### config.mk
export PLATFORM = sky130hd
export DESIGN_NAME = sweep_seq
export DESIGN_NICKNAME = d
export VERILOG_FILES = /design/src/rtl/sweep_pkg.sv /design/src/rtl/sweep_prescale.sv /design/src/rtl/sweep_phase.sv /design/src/rtl/sweep_settle.sv /design/src/rtl/sweep_seq.sv
export SDC_FILE = /design/constraint.sdc
export NUM_CORES = 1
export LEC_CHECK = 0
export BUFFER_PORTS_ARGS = -buffer_cell sky130_fd_sc_hd__buf_4
export CAP_MARGIN = 40
export CELL_PAD_IN_SITES_DETAIL_PLACEMENT = 0
export CELL_PAD_IN_SITES_GLOBAL_PLACEMENT = 1
export CORE_MARGIN = 2
export CORE_UTILIZATION = 43
export CTS_CLUSTER_DIAMETER = 200
export CTS_CLUSTER_SIZE = 8
export DETAILED_ROUTE_END_ITERATION = 10
export PLACE_DENSITY_LB_ADDON = 0.15
export SYNTH_ARGS = -nofsm -noshare
export SYNTH_HDL_FRONTEND = slang
export SYNTH_SLANG_ARGS = --single-unit
### constraint.sdc
create_clock -name clk -period 3.8 [get_ports clk]
set_clock_uncertainty 0.2 [all_clocks]
set_input_delay 0.57 -clock clk [delete_from_list [all_inputs] [get_ports clk]]
set_output_delay 0.57 -clock clk [all_outputs]
set_load 0.01 [all_outputs]
### src/rtl/sweep_pkg.sv
package sweep_pkg;

    typedef enum logic [2:0] {
        ST_OFF,
        ST_STBY,
        ST_BEGIN,
        ST_SETTLE,
        ST_MEAS,
        ST_HOLD
    } sweep_state_t;

    localparam logic [3:0] CMD_BEGIN  = 4'b0001;
    localparam logic [3:0] CMD_LAUNCH = 4'b0010;
    localparam logic [3:0] CMD_STEP   = 4'b0011;
    localparam logic [3:0] CMD_AGAIN  = 4'b0100;
    localparam logic [3:0] CMD_SLEEP  = 4'b1010;
    localparam logic [3:0] CMD_IDLE   = 4'b1011;

    localparam logic [1:0] MODE_OFF  = 2'd0;
    localparam logic [1:0] MODE_STBY = 2'd1;
    localparam logic [1:0] MODE_LIVE = 2'd2;

    function automatic logic [1:0] scale_shift(input logic [1:0] code);
        case (code)
            2'b01:   return 2'd1;
            2'b11:   return 2'd2;
            default: return 2'd0;
        endcase
    endfunction

    function automatic logic [1:0] state_mode(input sweep_state_t s);
        case (s)
            ST_OFF:  return MODE_OFF;
            ST_STBY: return MODE_STBY;
            default: return MODE_LIVE;
        endcase
    endfunction

endpackage

### src/rtl/sweep_prescale.sv
module sweep_prescale #(
    parameter int DIV = 16
) (
    input  logic clk,
    input  logic rst,
    output logic tick
);
    generate
        if (DIV <= 1) begin : g_direct
            assign tick = 1'b1;
        end else begin : g_count
            localparam int PW = $clog2(DIV);
            localparam logic [PW-1:0] LAST = PW'(DIV - 1);
            logic [PW-1:0] cnt;
            always_ff @(posedge clk) begin
                if (rst || cnt == LAST) cnt <= '0;
                else                    cnt <= cnt + 1'b1;
            end
            assign tick = (cnt == LAST);
        end
    endgenerate
endmodule

### src/rtl/sweep_phase.sv
module sweep_phase #(
    parameter int W = 27
) (
    input  logic         clk,
    input  logic         rst,
    input  logic         clr,
    input  logic         run,
    input  logic         tick,
    input  logic [W-1:0] freq,
    output logic [W-1:0] phase,
    output logic         wrap
);
    logic [W:0] sum;
    assign sum  = {1'b0, phase} + {1'b0, freq};
    assign wrap = run && tick && !clr && sum[W];

    always_ff @(posedge clk) begin
        if (rst || clr)       phase <= '0;
        else if (run && tick) phase <= sum[W-1:0];
    end
endmodule

### src/rtl/sweep_settle.sv
module sweep_settle #(
    parameter int CW = 11
) (
    input  logic          clk,
    input  logic          rst,
    input  logic          load,
    input  logic [CW-1:0] load_val,
    input  logic          wrap,
    output logic          expired
);
    logic [CW-1:0] left;

    always_ff @(posedge clk) begin
        if (rst)                        left <= '0;
        else if (load)                  left <= load_val;
        else if (wrap && left != '0)    left <= left - 1'b1;
    end

    assign expired = (left == '0);
endmodule

### src/rtl/sweep_seq.sv
module sweep_seq
    import sweep_pkg::*;
#(
    parameter int FREQ_W = 27,
    parameter int CNT_W  = 9,
    parameter int SET_W  = 9,
    parameter int DIV    = 16
) (
    input  logic              clk,
    input  logic              rst,
    input  logic              cfg_load,
    input  logic [FREQ_W-1:0] cfg_start_word,
    input  logic [FREQ_W-1:0] cfg_step_word,
    input  logic [CNT_W-1:0]  cfg_steps,
    input  logic [SET_W-1:0]  cfg_settle,
    input  logic [1:0]        cfg_scale,
    input  logic              cmd_valid,
    input  logic [3:0]        cmd_code,
    input  logic              cmd_reset,
    input  logic              dft_done,
    output logic [FREQ_W-1:0] phase_o,
    output logic [FREQ_W-1:0] freq_o,
    output logic              dft_start,
    output logic              data_valid,
    output logic              sweep_done,
    output logic [1:0]        mode
);
    localparam int LW = SET_W + 2;

    logic [FREQ_W-1:0] start_r, step_r, freq_r;
    logic [CNT_W-1:0]  steps_r, point_r;
    logic [SET_W-1:0]  settle_r;
    logic [1:0]        scale_r;
    sweep_state_t      state;
    logic              valid_r, done_r, start_r_q;

    logic tick, wrap, expired, run, phase_clr, settle_load;
    logic [LW-1:0] load_val;

    always_ff @(posedge clk) begin
        if (rst) begin
            start_r  <= '0;
            step_r   <= '0;
            steps_r  <= '0;
            settle_r <= '0;
            scale_r  <= '0;
        end else if (cfg_load) begin
            start_r  <= cfg_start_word;
            step_r   <= cfg_step_word;
            steps_r  <= cfg_steps;
            settle_r <= cfg_settle;
            scale_r  <= cfg_scale;
        end
    end

    logic plain, do_rst, do_begin, do_sleep, do_idle, do_launch, do_step, do_again;
    logic any_cmd, meas_go, meas_end;

    always_comb begin
        plain     = cmd_valid && !cmd_reset;
        do_rst    = cmd_valid && cmd_reset;
        do_begin  = plain && cmd_code == CMD_BEGIN;
        do_sleep  = plain && cmd_code == CMD_SLEEP;
        do_idle   = plain && cmd_code == CMD_IDLE;
        do_launch = plain && cmd_code == CMD_LAUNCH && state == ST_BEGIN;
        do_step   = plain && cmd_code == CMD_STEP && state == ST_HOLD && !done_r;
        do_again  = plain && cmd_code == CMD_AGAIN && state == ST_HOLD;
        any_cmd   = do_rst || do_begin || do_sleep || do_idle
                    || do_launch || do_step || do_again;
        settle_load = do_launch || do_step || do_again;
        phase_clr   = do_rst || do_begin || do_sleep || do_idle;
        run         = state_mode(state) == MODE_LIVE;
        meas_go     = state == ST_SETTLE && expired && !any_cmd;
        meas_end    = state == ST_MEAS && dft_done && !any_cmd;
        load_val    = LW'({2'b00, settle_r}) << scale_shift(scale_r);
    end

    sweep_prescale #(.DIV(DIV)) u_pre (
        .clk  (clk),
        .rst  (rst),
        .tick (tick)
    );

    sweep_phase #(.W(FREQ_W)) u_acc (
        .clk   (clk),
        .rst   (rst),
        .clr   (phase_clr),
        .run   (run),
        .tick  (tick),
        .freq  (freq_r),
        .phase (phase_o),
        .wrap  (wrap)
    );

    sweep_settle #(.CW(LW)) u_settle (
        .clk      (clk),
        .rst      (rst),
        .load     (settle_load),
        .load_val (load_val),
        .wrap     (wrap),
        .expired  (expired)
    );

    always_ff @(posedge clk) begin
        if (rst) begin
            state     <= ST_OFF;
            freq_r    <= '0;
            point_r   <= '0;
            valid_r   <= 1'b0;
            done_r    <= 1'b0;
            start_r_q <= 1'b0;
        end else begin
            start_r_q <= meas_go;
            if (do_rst) begin
                state   <= ST_STBY;
                valid_r <= 1'b0;
                done_r  <= 1'b0;
            end else if (do_begin) begin
                state   <= ST_BEGIN;
                freq_r  <= start_r;
                point_r <= '0;
                valid_r <= 1'b0;
                done_r  <= 1'b0;
            end else if (do_sleep) begin
                state <= ST_OFF;
            end else if (do_idle) begin
                state <= ST_STBY;
            end else if (settle_load) begin
                state   <= ST_SETTLE;
                valid_r <= 1'b0;
                if (do_step) begin
                    freq_r  <= freq_r + step_r;
                    point_r <= point_r + 1'b1;
                end
            end else if (meas_go) begin
                state <= ST_MEAS;
            end else if (meas_end) begin
                state   <= ST_HOLD;
                valid_r <= 1'b1;
                done_r  <= (point_r >= steps_r);
            end
        end
    end

    assign freq_o     = freq_r;
    assign dft_start  = start_r_q;
    assign data_valid = valid_r;
    assign sweep_done = done_r;
    assign mode       = state_mode(state);
endmodule

* Word-level counts from Yosys, hierarchy flattened
Index checks and enable logic that the tools add are counted.
** Word-level totals
- Bits in registers :: 158
- Output and inout port bits :: 59
- Logic and storage cells :: 120
** Cells by class
- Add/sub/neg operators :: 5
- $lt $le $gt $ge :: 1
- Equality and inequality tests :: 18
- Shifts and indexed selects :: 1
- Muxes and demuxes :: 24
- Bitwise logic cells :: 5
- Reductions and logical operators :: 50
** Operators with widths (count)
- $mux W27 :: 5
- $mux W9 :: 5
- $add A27 B27 Y28 :: 1
- $add A27 B27 Y27 :: 1
- $mux W11 :: 2
- $logic_and A1 B1 Y1 :: 20
- $eq A4 B4 Y1 const B :: 3
- $logic_not A11 Y1 :: 1
- $reduce_bool A11 Y1 :: 1
- $shl A9 B2 Y11 :: 1
- $sub A11 B1 Y11 const B :: 1
- $logic_or A1 B1 Y1 :: 10
- $reduce_and A5 Y1 :: 2
- $reduce_bool A2 Y1 :: 5
- $add A9 B1 Y9 const B :: 1
- $ge A9 B9 Y1 :: 1
- $eq A4 B2 Y1 const B :: 2
- $mux W2 :: 4
- $pmux W2 S2 :: 2
- $reduce_bool A7 Y1 :: 1
- $eq A3 B2 Y1 const B :: 2
- $eq A3 B3 Y1 const B :: 2
- $mux W3 :: 2
- $ne A2 B2 Y1 const B :: 3
- 15 further kinds :: 26

* Longest topological paths before layout
Gate-level depths: netlist of the first run.
- Depth after elaboration :: 18
- Depth in mapped cells :: 11
- Gate-level depth less buffers :: 11

* Modules after synthesis
Synthesis of the first run repeated with hierarchy kept, for this count alone.
** Unflattened totals
- Cell total of the unflattened synthesis :: 1152
- Area total of the unflattened synthesis :: 9644.2 µm²
** Modules (own cells, without submodules)
- sweep_seq :: instances 1, cells an instance 736, area each 6354.8 µm², seq. area each 2322.2 µm²
- sweep_phase :: instances 1, cells an instance 324, area each 2448.6 µm², seq. area each 540.5 µm²
- sweep_settle :: instances 1, cells an instance 77, area each 674.4 µm², seq. area each 220.2 µm²
- sweep_prescale :: instances 1, cells an instance 15, area each 166.4 µm², seq. area each 80.1 µm²

* Worst setup path before layout of the first run
OpenSTA, ideal clock, no wires.
- Kind :: reg-to-reg
- Start point :: register freq_r[0], in the netlist freq_o[0]
- End point :: register u_acc.phase[20]
- Arrival :: 2.615 ns
- Data required time :: 3.473 ns
- Setup slack :: 0.858 ns
- Cell stages (with the launch flop) :: 12
- Clock period less this slack :: 2.942 ns
- Cells stage by stage :: dfxtp_1 > ha_1 > inv_1 > fa_1 > nor2b_1 > o2111ai_1 > a311oi_1 > a221oi_2 > o21ai_1 > o21ai_1 > nor3b_1 > or3_1
** Between the ends
- Cells in the longest elaborated chain, start to end :: 1
** Ends and longest elaborated chain
- start, declared :: line sweep_seq.sv:30 : logic [FREQ_W-1:0] start_r, step_r, freq_r;
- start signal, assigned :: line sweep_seq.sv:120 : freq_r <= start_r;
- start signal, assigned :: line sweep_seq.sv:132 : freq_r <= freq_r + step_r;
- $add A27 B27 Y28 :: line sweep_phase.sv:14 : assign sum = {1'b0, phase} + {1'b0, freq};
- end signal, assigned :: line sweep_phase.sv:19 : else if (run && tick) phase <= sum[W-1:0];
- end, declared :: line sweep_phase.sv:10 : output logic [W-1:0] phase,
Every way passes these cells.
A chain may end at the register's enable or synchronous reset.

* Worst setup path in the final report of the first run
Ends and elaborated chain as after synthesis.

==> results of run 1 <==
critical path, stage by stage, from the launching register on:
cell and delay [ns]:
dfxtp_1 0.39, ha_1 0.24, inv_1 0.07, fa_1 0.38, nor2b_1 0.23, o2111ai_1 0.22, a311oi_1 0.44, a221oi_2 0.18
o21ai_1 0.36, o21ai_1 0.12, nor3b_1 0.14, or3_1 0.34
final timing paths:
path	slack (ns)	from	end
setup / recovery	0.39	freq_o[0]	u_acc.phase[20]
hold / removal	0.16	cfg_settle[3]	settle_r[3]
setup reg to reg	0.39	freq_o[0]	u_acc.phase[20]
hold reg to reg	0.28	u_acc.phase[0]	u_acc.phase[0]
where the power goes:
part / switching [mW] / total (mW) / internal (mW) / leakage, nW
logic: 0.169 / 0.340 / 0.172 / 3.49
registers: 0.0441 / 1.75 / 1.71 / 1.29
clock network: 0.775 / 1.64 / 0.863 / 0.272
total: 0.988 / 3.73 / 2.74 / 5.05
metal layers:
layer  GRT usage, %  vias to the layer above  part of all wire (%)  routed length, um
met1           29.9                     3782                    47              11800
met2           37.2                      168                    47              11900
li1               -                     4179                     -                  -
met4           6.68                        0                   1.8                447
met5              0                        -                     0                  0
met3           4.58                       25                   4.7               1190
cells by family after synthesis:
group | count (synthesis) | synth area share, %
compound gates | 266 | 19.5
xor+xnor | 49 | 4.64
fa+ha+maj | 68 | 9.36
buf+inv | 81 | 3.67
flops | 158 | 34.2
mux | 87 | 9.58
simple gates | 373 | 19.0
state kept, by name, indices dropped and copies added (netlist names), 2 cells and up:
signal	count
step_r	27
state	3
steps_r	9
u_settle.left	11
settle_r	9
u_acc.phase	27
scale_r	2
point_r	9
start_r	27
freq_o	27
u_pre.g_count.cnt	4
stage by stage:
step	utilization [%]	hold slack (ns)
after floorplan	-	0.253
final	53.1	0.156
after global placement	50.3	0.262
after global routing	53.1	0.151
after detailed placement	50.5	0.270
after CTS	53.1	0.143
Yosys cell counts, types with 7 or more instances:
| cell | count |
|---|---|
| o21ai_0 | 37 |
| nand4_1 | 7 |
| nor2_1 | 167 |
| o21ai_1 | 8 |
| xor2_1 | 27 |
| or3_1 | 10 |
| ha_1 | 66 |
| and3_1 | 11 |
| xnor2_1 | 22 |
| a311oi_1 | 7 |
| nor2b_1 | 10 |
| clkbuf_1 | 36 |
| a31oi_1 | 12 |
| nand2_1 | 77 |
| nand3_1 | 15 |
| inv_1 | 33 |
| a21o_1 | 28 |
| a211oi_1 | 23 |
| nor3_1 | 15 |
| o22ai_1 | 8 |
| mux2i_1 | 84 |
| nand2b_1 | 13 |
| a2111oi_0 | 19 |
| dfxtp_1 | 158 |
| a21oi_1 | 73 |
final cells by class:
type / count / area [um^2] / area share, %
clock inverters: 14 / 125 / 1.12
repair buffers: 163 / 1260 / 11.3
multi-input cells: 843 / 5750 / 51.3
inverters: 34 / 128 / 1.14
flip-flops and latches: 158 / 3160 / 28.2
clock buffers: 18 / 429 / 3.83
well taps: 275 / 344 / 3.07
==> results.py, run 1 <==
metrics = {
    "run_status": {
        "outcome": "finished, final reports clean",
    },
    "sta": {
        "fin_setup_tns_ns": 0,
        "fin_crit_sh_pct": 89.7,
        "hold_violations": 0,
        "rsz0062_at_grt": "false",
        "worst_slack_ns": 0.390,
        "tightest_slew_ns": 0.869,
        "min_period_ns": 3.41,
        "setup_viol": 0,
        "slew_viol_final": 0,
        "slew-limit-headroom_pct": 41.9,
        "max_freq_mhz": 293,
    },
    "synthesis": {
        "yosysWarnings": 0,
        "yosysSeqAreaShare_pct": 34.2,
        "synthTopCellsByArea": "dfxtp_1 (34%), mux2i_1 (9.1%), ha_1 (8.9%)",
        "synth.avg_cell_area_um2": 8.55,
        "synthArstFlopShare_pct": 0,
        "synth-edff-count": 0,
        "ys_types": 80,
        "yosysTopAreaCellShare_pct": 34.2,
        "syn-cell-area_mm2": 0.00925,
        "syn_nets": 1234,
        "yosysTopAreaCell": "dfxtp_1",
        "synth_seq_cells": 158,
        "syn_inst": 1082,
        "yosys_most_used_dff": "dfxtp_1",
    },
    "floorplan": {
        "core_mm2": 0.0211,
        "initial_utilization_pct": 43.9,
        "ios": 143,
        "die-area_mm2": 0.0227,
        "die_w_um": 151,
        "rows": 53,
        "die_h_um": 151,
    },
    "detailed_routing": {
        "wire_per_inst_um": 16.8,
        "drcViolationCount": 0,
        "wirelength_mm": 25.3,
        "drt_pre_antenna_iters": 5,
        "ant_nets": 0,
        "drt_iter0_markers": 333,
        "via_per_inst": 5.42,
        "vias": 8154,
    },
    "setup_path": {
        "worstPathArrival_ns": 3.53,
        "criticalPathCategory": "reg2reg",
        "crit_path_start_kind": "flop",
        "endpoint_kind": "flop",
        "worstRegToRegCells": 11,
        "cp.required_ns": 3.92,
        "crit_fanout": 5,
    },
    "job": {
        "drv_cap": 0,
    },
    "final_layout": {
        "antenna_cells": 0,
        "final_cell_mix": "nor2_1 (167), buf_4 (160), dfxtp_1 (158)",
        "fin_nets": 1369,
        "layout-area-overhead-vs-synth_pct": 21.1,
        "final_cells": 1505,
        "drive_gt1_share_pct": 17.7,
        "design_area_mm2": 0.0112,
        "layout_commonest_cell": "nor2_1",
        "n_fill_cell": 2017,
    },
    "power_and_ir_drop": {
        "power.density_mw_per_mm2": 333,
        "vdd_drop_max_mv": 0.289,
        "power_mw": 3.73,
        "leakagePower_nw": 5.05,
    },
    "global_routing": {
        "grt_pass1_wl_mm": 39.9,
        "globalRouteTotalUtil_pct": 22.6,
        "gr-total-overflow": 0,
        "grt_pass1_vias": 7585,
        "antenna_found_initial": 0,
        "grt_max_degree": 78,
    },
    "place": {
        "dp_hpwl_mm": 19.2,
        "port_buffers": 142,
        "dp_slack_ns": 0.449,
        "dpl.cell_count": 1473,
        "gp_congestion": 0.875,
        "dpl_cell_area_mm2": 0.0106,
    },
    "worst_hold_path": {
        "hold_path.class": "in2reg",
        "hold_path_depth": 3,
    },
    "clock_network": {
        "cts_made_buffers": 17,
        "htree_levels": 4,
        "postCtsSetupBuffers": 0,
        "clk_pin_slew_worst_paths_ns": 0.07,
        "cts_hold_buffers": 0,
        "insertion_delay_ns": 0.44,
        "cts_tree": "done",
        "cts_buffer_depth": 2,
        "cts.repair.resized": 0,
        "cts_root_buffer": "clkbuf_16",
        "cts_num_sinks": 158,
    },
}
No activity file was read; power rests on OpenSTA's default activity.
==> inputs of run 2 (changes only) <==
--- a/config.mk
+++ b/config.mk
@@ -7,14 +7,14 @@
 export LEC_CHECK = 0
 export BUFFER_PORTS_ARGS = -buffer_cell sky130_fd_sc_hd__buf_4
 export CAP_MARGIN = 40
-export CELL_PAD_IN_SITES_DETAIL_PLACEMENT = 0
-export CELL_PAD_IN_SITES_GLOBAL_PLACEMENT = 1
+export CORE_ASPECT_RATIO = 0.6
 export CORE_MARGIN = 2
-export CORE_UTILIZATION = 43
+export CORE_UTILIZATION = 58
 export CTS_CLUSTER_DIAMETER = 200
 export CTS_CLUSTER_SIZE = 8
 export DETAILED_ROUTE_END_ITERATION = 10
 export PLACE_DENSITY_LB_ADDON = 0.15
+export REMOVE_ABC_BUFFERS = 1
 export SYNTH_ARGS = -nofsm -noshare
 export SYNTH_HDL_FRONTEND = slang
 export SYNTH_SLANG_ARGS = --single-unit
==> run 2 against run 1 <==
Effect of this change: clock-buffer cell count did not move; worst hold slack better by 0.018 ns; sequential cell count unchanged; first-iteration DRC count rose by 100%; via count rose by 3.5%; combinational power is essentially flat.
==> results.py, run 2 (synthesized netlist as in run 1, its figures left out) <==
metrics = {
    "sta": {
        "slew-limit-headroom_pct": 43.4,
        "setup_viol": 0,
        "max_freq_mhz": 286,
        "rsz0062_at_grt": "false",
        "hold_violations": 0,
        "min_period_ns": 3.50,
        "fin_crit_sh_pct": 92.1,
        "fin_setup_tns_ns": 0,
        "hold_ws_ns": 0.173,
        "slew_viol_final": 0,
        "tightest_slew_ns": 0.846,
    },
    "power_and_ir_drop": {
        "power.density_mw_per_mm2": 341,
        "leakagePower_nw": 5.00,
        "seqPwrFrac_pct": 46.6,
        "p_switching_mw": 0.964,
        "swShare_pct": 25.6,
        "combPwrFrac_pct": 9.1,
        "p_int_mw": 2.81,
        "pwr-share-clk_pct": 44.4,
        "vdd_drop_max_mv": 0.279,
    },
    "global_routing": {
        "grt_pass1_wl_mm": 40.4,
        "grt_pass1_vias": 7661,
        "antenna_found_initial": 0,
        "gr-total-overflow": 0,
        "grt_max_degree": 66,
        "globalRouteTotalUtil_pct": 29.8,
    },
    "clock_network": {
        "postCtsSetupBuffers": 0,
        "cts_root_buffer": "clkbuf_16",
        "cts.repair.resized": 0,
        "cts_hold_buffers": 0,
        "clk_pin_slew_worst_paths_ns": 0.07,
        "cts_buffer_depth": 2,
        "insertion_delay_ns": 0.43,
        "cts_made_buffers": 17,
        "cts_tree": "done",
        "htree_levels": 4,
        "cts_num_sinks": 158,
    },
    "floorplan": {
        "core_mm2": 0.0155,
        "ios": 143,
        "initial_utilization_pct": 59.8,
        "die_h_um": 102,
        "rows": 35,
        "die_w_um": 167,
        "die-area_mm2": 0.0170,
    },
    "final_layout": {
        "fin_util_pct": 71.6,
        "n_fill_cell": 1214,
        "layout-area-overhead-vs-synth_pct": 19.6,
        "fin_nets": 1364,
        "antenna_cells": 0,
        "final_cells": 1427,
        "drive_gt1_share_pct": 17.4,
        "design_area_mm2": 0.0111,
        "final_cell_mix": "nor2_1 (167), dfxtp_1 (158), buf_4 (157)",
        "layout_commonest_cell": "nor2_1",
    },
    "detailed_routing": {
        "ant_nets": 0,
        "drcViolationCount": 0,
        "drt_iter0_markers": 679,
        "via_per_inst": 5.91,
        "wirelength_mm": 25.1,
        "wire_per_inst_um": 17.6,
        "drt_pre_antenna_iters": 5,
        "vias": 8440,
    },
    "setup_path": {
        "worstPathArrival_ns": 3.60,
        "criticalPathCategory": "reg2reg",
        "cpPeakStageDelay_ns": 0.75,
        "crit_slowest_cell": "a2111oi_1",
        "cp.required_ns": 3.90,
        "r2r_end": "freq_o[19]",
        "endpoint_kind": "flop",
        "critPathLaunch": "freq_o[1]",
        "reg2reg_from": "freq_o[1]",
        "cp_cell_sequence": "ha_1 -> a211oi_1 -> o21ai_0 -> a2111oi_1 -> o31ai_1 -> a21oi_1 -> o21ai_1 -> xnor2_1 -> a2111oi_0",
        "worstRegToRegCells": 9,
        "rrSetupSlack_ns": 0.30,
        "crit_fanout": 5,
        "crit_path_start_kind": "flop",
    },
    "place": {
        "dpl.cell_count": 1396,
        "gp_congestion": 0.976,
        "dp_hpwl_mm": 18.9,
        "dpl_cell_area_mm2": 0.0105,
        "port_buffers": 142,
    },
    "run_status": {
        "outcome": "finished, final reports clean",
    },
    "job": {
        "drv_cap": 0,
    },
    "worst_hold_path": {
        "hold_path.class": "in2reg",
        "min_to": "settle_r[5]",
        "min-delay-start": "cfg_settle[5]",
        "hold_path_depth": 3,
    },
}
run 2: routing by layer:
metal	track usage, %	share of wire (%)
met5	0	0
met4	5.17	0.82
met3	6.43	10
met2	42.2	39
met1	46.4	51
run 2: cell type report:
| class | count | area [um^2] | share of cell area, % |
|---|---|---|---|
| clock buffers | 18 | 439 | 3.97 |
| clock inverters | 13 | 131 | 1.19 |
| inverters | 34 | 128 | 1.15 |
| flip-flops and latches | 158 | 3160 | 28.6 |
| multi-input cells | 843 | 5750 | 52.0 |
| repair buffers | 158 | 1200 | 10.8 |
| well taps | 203 | 254 | 2.30 |
run 2: metrics by stage:
step                power [mW]  worst slack, ns
floorplan                 1.95            0.676
global placement          2.12            0.564
detailed placement        2.13            0.440
CTS                       3.78            0.411
global route              3.90           0.0835
finish                    3.77            0.300
run 2: worst max-delay path, delay by kind of cell (launching register included):
kind | cells | cell delay (ns)
compound gates | 7 | 2.19
xor+xnor | 1 | 0.15
fa+ha+maj | 1 | 0.31
flops | 1 | 0.52
run 2: power groups by stage:
| stage | Combinational (mW) | Sequential, mW | Clock, mW |
|---|---|---|---|
| finish | 0.342 | 1.76 | 1.67 |
| CTS | 0.340 | 1.75 | 1.69 |
| floorplan | 0.176 | 1.78 | 0 |
| detailed placement | 0.338 | 1.79 | 0 |
| global route | 0.376 | 1.76 | 1.76 |
| global placement | 0.331 | 1.79 | 0 |
run 2: how the worst max path moves through the flow:
| stage | to | slack [ns] | cells after the start |
|---|---|---|---|
| floorplan | u_acc.phase[20] | 0.68 | 7 |
| global placement | freq_o[19] | 0.56 | 9 |
| detailed placement | u_acc.phase[20] | 0.44 | 11 |
| CTS | u_acc.phase[20] | 0.41 | 11 |
| global route | freq_o[19] | 0.08 | 9 |
| finish | freq_o[19] | 0.30 | 9 |
==> inputs of run 3 (changes only) <==
--- a/config.mk
+++ b/config.mk
@@ -9,7 +9,7 @@
 export CAP_MARGIN = 40
 export CORE_ASPECT_RATIO = 0.6
 export CORE_MARGIN = 2
-export CORE_UTILIZATION = 58
+export CORE_UTILIZATION = 40
 export CTS_CLUSTER_DIAMETER = 200
 export CTS_CLUSTER_SIZE = 8
 export DETAILED_ROUTE_END_ITERATION = 10
==> run 3 against run 2 <==
Effect of this change: combinational power about the same; first-iteration DRC count decreased by 5.9%; clock-buffer cell count increased by 1; die area increased by 43%; register-to-register slack improved by 0.13 ns; critical path depth unchanged; routed wire length increased by 6.2%; worst hold slack got worse by 0.013 ns; cell count increased by 8.0%.
==> results.py, run 3 (synthesized netlist as in run 1, its figures left out) <==
metrics = {
    "clock_network": {
        "htree_levels": 4,
        "cts.repair.resized": 0,
        "cts_made_buffers": 17,
        "cts_root_buffer": "clkbuf_16",
        "clk_pin_slew_worst_paths_ns": 0.07,
        "cts_tree": "done",
        "cts_buffer_depth": 2,
        "insertion_delay_ns": 0.44,
        "postCtsSetupBuffers": 0,
        "cts_num_sinks": 158,
        "cts_hold_buffers": 0,
    },
    "sta": {
        "slew_viol_final": 0,
        "tightest_slew_ns": 0.902,
        "worst_slack_ns": 0.433,
        "hold_ws_ns": 0.160,
        "min_period_ns": 3.37,
        "slew-limit-headroom_pct": 39.7,
        "setup_viol": 0,
        "rsz0062_at_grt": "false",
        "fin_crit_sh_pct": 88.6,
        "hold_violations": 0,
        "fin_setup_tns_ns": 0,
        "max_freq_mhz": 297,
    },
    "final_layout": {
        "fin_nets": 1365,
        "layout_commonest_cell": "nor2_1",
        "fin_util_pct": 49.3,
        "antenna_cells": 0,
        "final_cell_mix": "nor2_1 (167), dfxtp_1 (158), buf_4 (157)",
        "drive_gt1_share_pct": 17.5,
        "layout-area-overhead-vs-synth_pct": 22.2,
    },
    "setup_path": {
        "rrSetupSlack_ns": 0.43,
        "reg2reg_from": "freq_o[1]",
        "worstPathArrival_ns": 3.49,
        "cp.required_ns": 3.92,
        "worstRegToRegCells": 9,
        "crit_fanout": 5,
        "criticalPathCategory": "reg2reg",
        "r2r_end": "freq_o[19]",
        "crit_path_start_kind": "flop",
        "endpoint_kind": "flop",
    },
    "power_and_ir_drop": {
        "seqPwrFrac_pct": 43.7,
        "swShare_pct": 23.8,
        "power_mw": 4.02,
        "p_switching_mw": 0.957,
        "pwr-share-clk_pct": 47.8,
        "combPwrFrac_pct": 8.5,
        "power.density_mw_per_mm2": 356,
        "p_int_mw": 3.07,
        "leakagePower_nw": 5.06,
        "vdd_drop_max_mv": 0.301,
    },
    "place": {
        "port_buffers": 142,
        "dp_slack_ns": 0.503,
        "gp_congestion": 0.868,
        "dp_hpwl_mm": 20.2,
    },
    "global_routing": {
        "globalRouteTotalUtil_pct": 21.9,
        "gr-total-overflow": 0,
        "grt_pass1_wl_mm": 41.7,
        "grt_pass1_vias": 7332,
        "antenna_found_initial": 0,
        "grt_max_degree": 52,
    },
    "floorplan": {
        "die_h_um": 122,
        "die-area_mm2": 0.0244,
        "die_w_um": 200,
        "core_mm2": 0.0229,
        "rows": 43,
        "ios": 143,
        "initial_utilization_pct": 40.3,
    },
    "worst_hold_path": {
        "min_to": "start_r[8]",
        "hold_path.class": "in2reg",
        "min-delay-start": "cfg_start_word[8]",
        "hold_path_depth": 3,
    },
    "job": {
        "drv_cap": 0,
    },
    "detailed_routing": {
        "drcViolationCount": 0,
        "via_per_inst": 5.31,
        "vias": 8189,
        "wirelength_mm": 26.7,
        "drt_pre_antenna_iters": 5,
        "wire_per_inst_um": 17.3,
        "ant_nets": 0,
        "drt_iter0_markers": 639,
    },
    "run_status": {
        "outcome": "finished, final reports clean",
    },
}
## run 3: cell type report
class | instances | area (um^2)
clock buffers | 19 | 443
clock inverters | 13 | 213
fillers | 2282 | 11600
inverters | 34 | 128
multi-input cells | 843 | 5750
flip-flops and latches | 158 | 3160
well taps | 315 | 394
repair buffers | 159 | 1210
## run 3: worst max-delay path by stage
stage,from,end,slack [ns],cells past startpoint
after floorplan,cmd_reset,u_acc.phase[20],0.68,7
after global placement,freq_o[1],freq_o[19],0.55,9
after detailed placement,freq_o[1],freq_o[19],0.50,9
after CTS,freq_o[1],freq_o[19],0.46,9
after global routing,freq_o[0],u_acc.phase[20],0.15,11
final,freq_o[1],freq_o[19],0.43,9
## run 3: stage by stage
stage,instance area [um^2],std cells
floorplan,9040,1035
global placement,10600,1508
detailed placement,10600,1509
CTS,11300,1541
global route,11300,1541
finish,11300,1541
## run 3: worst max-delay path, cell delays in order, from the launching register on
cell and delay, ns:
dfxtp_1 0.49, ha_1 0.31, a211oi_1 0.25, o21ai_0 0.17
a2111oi_1 0.77, o31ai_1 0.19, a21oi_1 0.27, o21ai_1 0.10
xnor2_1 0.14, a2111oi_0 0.36
## run 3: power groups by stage
stage | registers [mW] | logic [mW] | clock network [mW]
6_report | 1.76 | 0.341 | 1.92
4_1_cts | 1.76 | 0.342 | 1.97
3_5_place_dp | 1.79 | 0.340 | 0
2_1_floorplan | 1.78 | 0.176 | 0
5_1_grt | 1.76 | 0.377 | 2.03
3_3_place_gp | 1.79 | 0.338 | 0
## run 3: per-layer routing
layer  part of all wire [%]  vias up  track usage [%]
met5                      0        -                0
met4                   0.72        0             4.58
met3                    5.2       14             4.55
met2                     38      178             28.9
met1                     56     3822             35.1
li1                       -     4175                -
